$ cat src/rtl/replay_out_buf.sv
module replay_out_buf #(
  parameter int W = 8
) (
  input  logic         clk,
  input  logic         rst_n,
  input  logic [W-1:0] co,
  input  logic         save,
  input  logic         rollback,
  input  logic         subst,
  output logic [W-1:0] po_a,
  output logic [W-1:0] po_b,
  output logic [W-1:0] po_c,
  output logic         fail
);

  logic [W-1:0] d0, d1, d2;
  logic [W-1:0] s0, s1;
  logic         live, held;

  always_ff @(posedge clk or negedge rst_n) begin
    if (!rst_n) begin
      d0 <= '0;
      d1 <= '0;
      d2 <= '0;
    end else begin
      d0 <= co;
      d1 <= d0;
      d2 <= d1;
    end
  end

  always_ff @(posedge clk or negedge rst_n) begin
    if (!rst_n) begin
      s0 <= '0;
      s1 <= '0;
    end else begin
      if (save || rollback) s0 <= co;
      if (!save)            s1 <= s0;
    end
  end

  assign live = subst & save;
  assign held = subst & ~save;

  assign po_a = live ? co : (held ? d0 : d1);
  assign po_b = live ? co : (held ? s0 : d2);
  assign po_c = live ? co : (held ? s0 : s1);

  assign fail = |(d0 ^ d1);

endmodule

$ cat config.mk
export PLATFORM = sky130hd
export DESIGN_NAME = replay_out_buf
export DESIGN_NICKNAME = d
export VERILOG_FILES = /design/src/rtl/replay_out_buf.sv
export SDC_FILE = /design/constraint.sdc
export NUM_CORES = 1
export LEC_CHECK = 0
export ABC_CLOCK_PERIOD_IN_PS = 1400
export BUFFER_PORTS_ARGS = -buffer_cell sky130_fd_sc_hd__buf_2
export CAP_MARGIN = 10
export CORE_AREA = 3 3 64 66
export CTS_CLUSTER_DIAMETER = 120
export DETAILED_ROUTE_END_ITERATION = 8
export DIE_AREA = 0 0 67 69
export PLACE_DENSITY_LB_ADDON = 0.25
export SLEW_MARGIN = 40
export SYNTH_ARGS = -nofsm -noshare
export SYNTH_HDL_FRONTEND = slang
export SYNTH_SLANG_ARGS = --single-unit
$ cat constraint.sdc
create_clock -name clk -period 1.4 [get_ports clk]
set_input_delay 0.21 -clock clk [delete_from_list [all_inputs] [get_ports clk]]
set_output_delay 0.21 -clock clk [all_outputs]
set_load 0.01 [all_outputs]
==> Word-level counts from Yosys, hierarchy flattened <==
Index checks and enable logic that the tools add are counted.
{ "word_totals": {"ff_bits": 40, "latch_bits": 0, "ram_bits": 0, "mem_bits_ro": 0, "in_bits": 13, "output_inout_bits": 25, "wordCells": 17, "memories": 0} }
{ "op_classes": {"add_sub_neg": 0, "multipliers": 0, "div_mod_pow": 0, "order_cmp": 0, "eq_ne": 0, "shifts": 0, "n_mux": 6, "bitwise_logic": 4, "n_reduce_logical": 2} }
{ "op_table": {"columns": ["cell", "n"], "rows": [
  ["$mux W8", 6],
  ["$reduce_or A8 Y1", 1],
  ["$xor A8 B8 Y8", 1],
  ["$and A1 B1 Y1", 2],
  ["$logic_or A1 B1 Y1", 1],
  ["$not A1 Y1", 1]
]} }

==> Logic depth before layout (Yosys ltp) <==
{ "logic_depth": {"word_depth": 4, "ltp_mapped": 5, "ltp_nobuf": 3} }

==> Worst setup path after synthesis <==
No wires, ideal clock.
{ "synth_timing": {"kind": "flip-flop to output port", "start": "register d0[3]", "end": "output port fail", "arrival_ps": 908, "required_time_ps": 1190, "slack_ps": 282, "stages_incl_launch_ff": 4, "path_buffers": 0, "path_cell_list": "dfrtp_1 xor2_1 nor4_1 nand2_1"} }
{ "synth_between": {"elab_chain_len": 2} }
{ "synth_rtl": {"columns": ["item", "line_no", "source"], "rows": [
  ["start: declaration", "16", "logic [W-1:0] d0, d1, d2;"],
  ["start signal: assignment", "26", "d0 <= co;"],
  ["$xor A8 B8 Y8", "49", "assign fail = |(d0 ^ d1);"],
  ["$reduce_or A8 Y1", "49", null],
  ["end: declaration", "13", "output logic fail"]
]} }
No other way between the ends.

==> Worst setup path after layout <==
{ "layout_timing": {"start": "register d1[5]", "end": "output port fail"} }
{ "layout_between": {"elab_chain_len": 2} }
{ "layout_rtl": {"columns": ["item", "line_no", "source"], "rows": [
  ["start: declaration", "16", null],
  ["start signal: assignment", "23", "d1 <= '0;"],
  ["start signal: assignment", "27", "d1 <= d0;"],
  ["$xor A8 B8 Y8", "49", null],
  ["$reduce_or A8 Y1", "49", null]
]} }
No other way between the ends.

==> results.yml <==
placed_design:
  gp_routability_congestion: 0.775
  detailed_place_hpwl_mm: 2.16
  placed_area_um2: 1990
  preCtsSetupSlack_ns: -0.0508
  portBuffers: 37
final_layout:
  final_layout_net_count: 206
  layout.filler_cells: 317
  sequential_cell_area_um2: 1000
  drive_gt1_frac: 0.392
  finalInstanceArea_um2: 2170
  antenna_cells: 0
  area_growth_pct: 22.7
  multi_input_gate_area_in_the_final_layout_um2: 727
cts:
  clockBufferDepth: 2
  clkLatencyLatePin_ns: 0.29
  clk_transition_reported_paths_ns: 0.08
  cts_root_buffer: "sky130_fd_sc_hd__clkbuf_8"
  cts_made_buffers: 5
  htreeDepth: 2
  clock_tree_from_tritoncts: "done"
  cts_num_sinks: 40
route:
  routed_wl_mm: 3.30
  routed_wl_per_cell_um: 13.6
  vias: 1187
  first_pass_drt_iterations: 4
  drt_iter0_markers: 66
  route.detailed.vias_per_inst: 4.90
  final_antenna_net_count: 0
  drc: 0
yosys:
  post-synth-top-area-fraction: 0.566
  synth_fp_nets: 161
  mappedNetlistArea_um2: 1770
  asyncSetResetFlopFracSynth: 1.00
  number_of_distinct_library_cells_after_synthesis: 17
  dominantRegCellSynth: "sky130_fd_sc_hd__dfrtp_1"
  biggest_area_consumer_among_synthesized_cells: "sky130_fd_sc_hd__dfrtp_1"
  synth_area_leaders: "sky130_fd_sc_hd__dfrtp_1 57%, sky130_fd_sc_hd__o21a_1 6.8%, sky130_fd_sc_hd__nand2_1 5.3%"
  ys_seq_area_frac: 0.566
  synthCells: 148
  syn_area_per_cell_um2: 11.9
  synth.most_common_cell: "sky130_fd_sc_hd__dfrtp_1"
  synth-seq-cells: 40
  yosysWarnings: 0
  synth_top_cells_by_count: "40 x sky130_fd_sc_hd__dfrtp_1, 25 x sky130_fd_sc_hd__nand2_1, 16 x sky130_fd_sc_hd__o21a_1"
  synth_enable_flop_cells: 0
power:
  net-switching-power_uw: 658
  intPower_mw: 1.96
  power.share.switching: 0.252
  power-per-cell-area_nw_per_um2: 1200
  p_leak_nw: 1.03
  vdd_drop_max_uv: 657
  pwr-share-comb: 0.154
  share_seq_of_total_power: 0.494
  clkPwrFrac: 0.352
timing:
  slew_headroom: 0.662
  maxClockFrequency_ghz: 0.618
  final.setup_skew_ns: 0.00745
  report.final.slew_viol_count: 0
  grt_setup_unrepaired: "yes"
  final.min_clock_period_ns: 1.62
  setup_viol_count_final: 1
  timing_worst_slew_pin_value_ns: 0.507
  setup_slack_ns: -0.219
  final_min_period_over_clock_period: 1.16
  hold_viol: 0
  timing.setup.tns_ns: -0.219
grt:
  grt_start_max_net_pins: 41
  global_route.usage.total: 0.159
  grt_antenna_before_repair: 0
  overflow: 0
  first_global_vias: 1170
  grt_pass1_wl_mm: 5.52
outcome:
  violations: "setup timing"
  run_status: "complete, but fails checks"
worst_setup_path:
  end_kind: "primary output"
  critPathRequiredTime_ns: 1.19
  timing.critical_path.fanout_max: 2
  crit_path_start_kind: "register"
  setup.worst_path.class: "register to primary output"
  worst-endpoint-arrival_ns: 1.41
min_path:
  hold_path_class: "primary input to register"
floorplanning:
  core_um2: 3630
  starting_utilization_of_the_core_area: 0.487
  die_area_um2: 4620
  io-pin-count: 38
  floorplan.die.width_um: 67
  chipHeight_um: 69
  placementRows: 22
job:
  drv_cap: 0
==> path summary, 6_finish.rpt <==
kind	startpoint	endpoint	cells past startpoint	slack [ns]
max	d1[5]$_DFF_PN0_	fail	4	-0.22
max reg2reg	s0[2]$_DFFE_PN0P_	s0[2]$_DFFE_PN0P_	1	0.61
max in group asynchronous	rst_n	s1[5]$_DFFE_PN0N_	3	0.54
min	co[7]	d0[7]$_DFF_PN0_	1	0.04
min in group asynchronous	rst_n	d2[4]$_DFF_PN0_	3	0.51
min reg2reg	d1[6]$_DFF_PN0_	d2[6]$_DFF_PN0_	0	0.42
==> area by class of cell <==
type | count | share of cell area
repair buffers | 46 | 0.126
clock buffers | 6 | 0.0334
clock inverters | 2 | 0.0161
well taps | 48 | 0.0277
flip-flops and latches | 40 | 0.461
multi-input cells | 100 | 0.335
==> per-layer routing <==
metal  vias up  share of wire  GRT usage
li1        583              -          -
met1       568           0.44      0.202
met2        28           0.48      0.247
met3         8          0.061     0.0472
met4         0          0.018     0.0698
met5         -              0          0
==> stage by stage <==
stage	cells	util	power (mW)	hold slack, ns
floorplan	148	-	1.55	-0.0856
global placement	229	0.548	1.68	0.288
detailed placement	229	0.548	1.70	0.299
CTS	242	0.591	2.64	0.0373
global route	242	0.597	2.75	0.0411
finish	242	0.597	2.61	0.0444
==> power by group through the flow <==
stage	logic (mW)	clock network, mW	registers (mW)
2_1_floorplan	0.249	0	1.30
3_3_place_gp	0.373	0	1.31
3_5_place_dp	0.383	0	1.32
4_1_cts	0.402	0.948	1.29
5_1_grt	0.448	1.00	1.30
6_report	0.401	0.920	1.29
==> worst max-delay path: stages, from the launching register on <==
cell                      delay, ns
sky130_fd_sc_hd__dfrtp_1       0.39
sky130_fd_sc_hd__xor2_1        0.17
sky130_fd_sc_hd__nor4_2        0.32
sky130_fd_sc_hd__nand2_1       0.09
sky130_fd_sc_hd__buf_2         0.15
==> registers in the layout, indices dropped and copies added, names as in the netlist <==
register  count
d0            8
d1            8
d2            8
s0            8
s1            8
==> cell families (layout without fill, tap and decap cells) <==
group | Yosys count | in the layout | share of synthesized area
muxes | 8 | 8 | 0.0510
xor gates and xnor gates | 8 | 8 | 0.0396
and+or+nand+nor | 60 | 60 | 0.210
DFF | 40 | 40 | 0.566
buffers and inverters | 8 | 54 | 0.0368
AOI/OAI and AO/OA | 24 | 24 | 0.0963
==> what timing repair did <==
action,CTS,global route
endpoints found under the setup margin,22,7
buffers inserted,4,0
hold buffers,1,0
endpoints found under the hold margin,40,0
gates resized for setup,2,4
pin swaps,2,4
==> layout by cell type (no fill, tap or decap) <==
cell / n
sky130_fd_sc_hd__dfrtp_1: 40
sky130_fd_sc_hd__buf_2: 36
sky130_fd_sc_hd__nand2_1: 25
sky130_fd_sc_hd__o21a_1: 16
sky130_fd_sc_hd__nand2b_1: 10
sky130_fd_sc_hd__nor2_1: 8
sky130_fd_sc_hd__xor2_1: 8
sky130_fd_sc_hd__mux2_2: 8
sky130_fd_sc_hd__a31oi_1: 7
sky130_fd_sc_hd__buf_4: 7
sky130_fd_sc_hd__nand2b_4: 6
sky130_fd_sc_hd__nand3_2: 6
sky130_fd_sc_hd__clkbuf_8: 5
sky130_fd_sc_hd__nand3_1: 1
sky130_fd_sc_hd__nand3_4: 1
sky130_fd_sc_hd__a31oi_2: 1
sky130_fd_sc_hd__nor4_1: 1
sky130_fd_sc_hd__nor4_2: 1
sky130_fd_sc_hd__nor2_8: 1
sky130_fd_sc_hd__clkinv_2: 1
sky130_fd_sc_hd__bufinv_16: 1
sky130_fd_sc_hd__clkbuf_1: 1
sky130_fd_sc_hd__dlygate4sd3_1: 1
sky130_fd_sc_hd__buf_12: 1
sky130_fd_sc_hd__buf_6: 1
(Power assumes the default switching activity.)
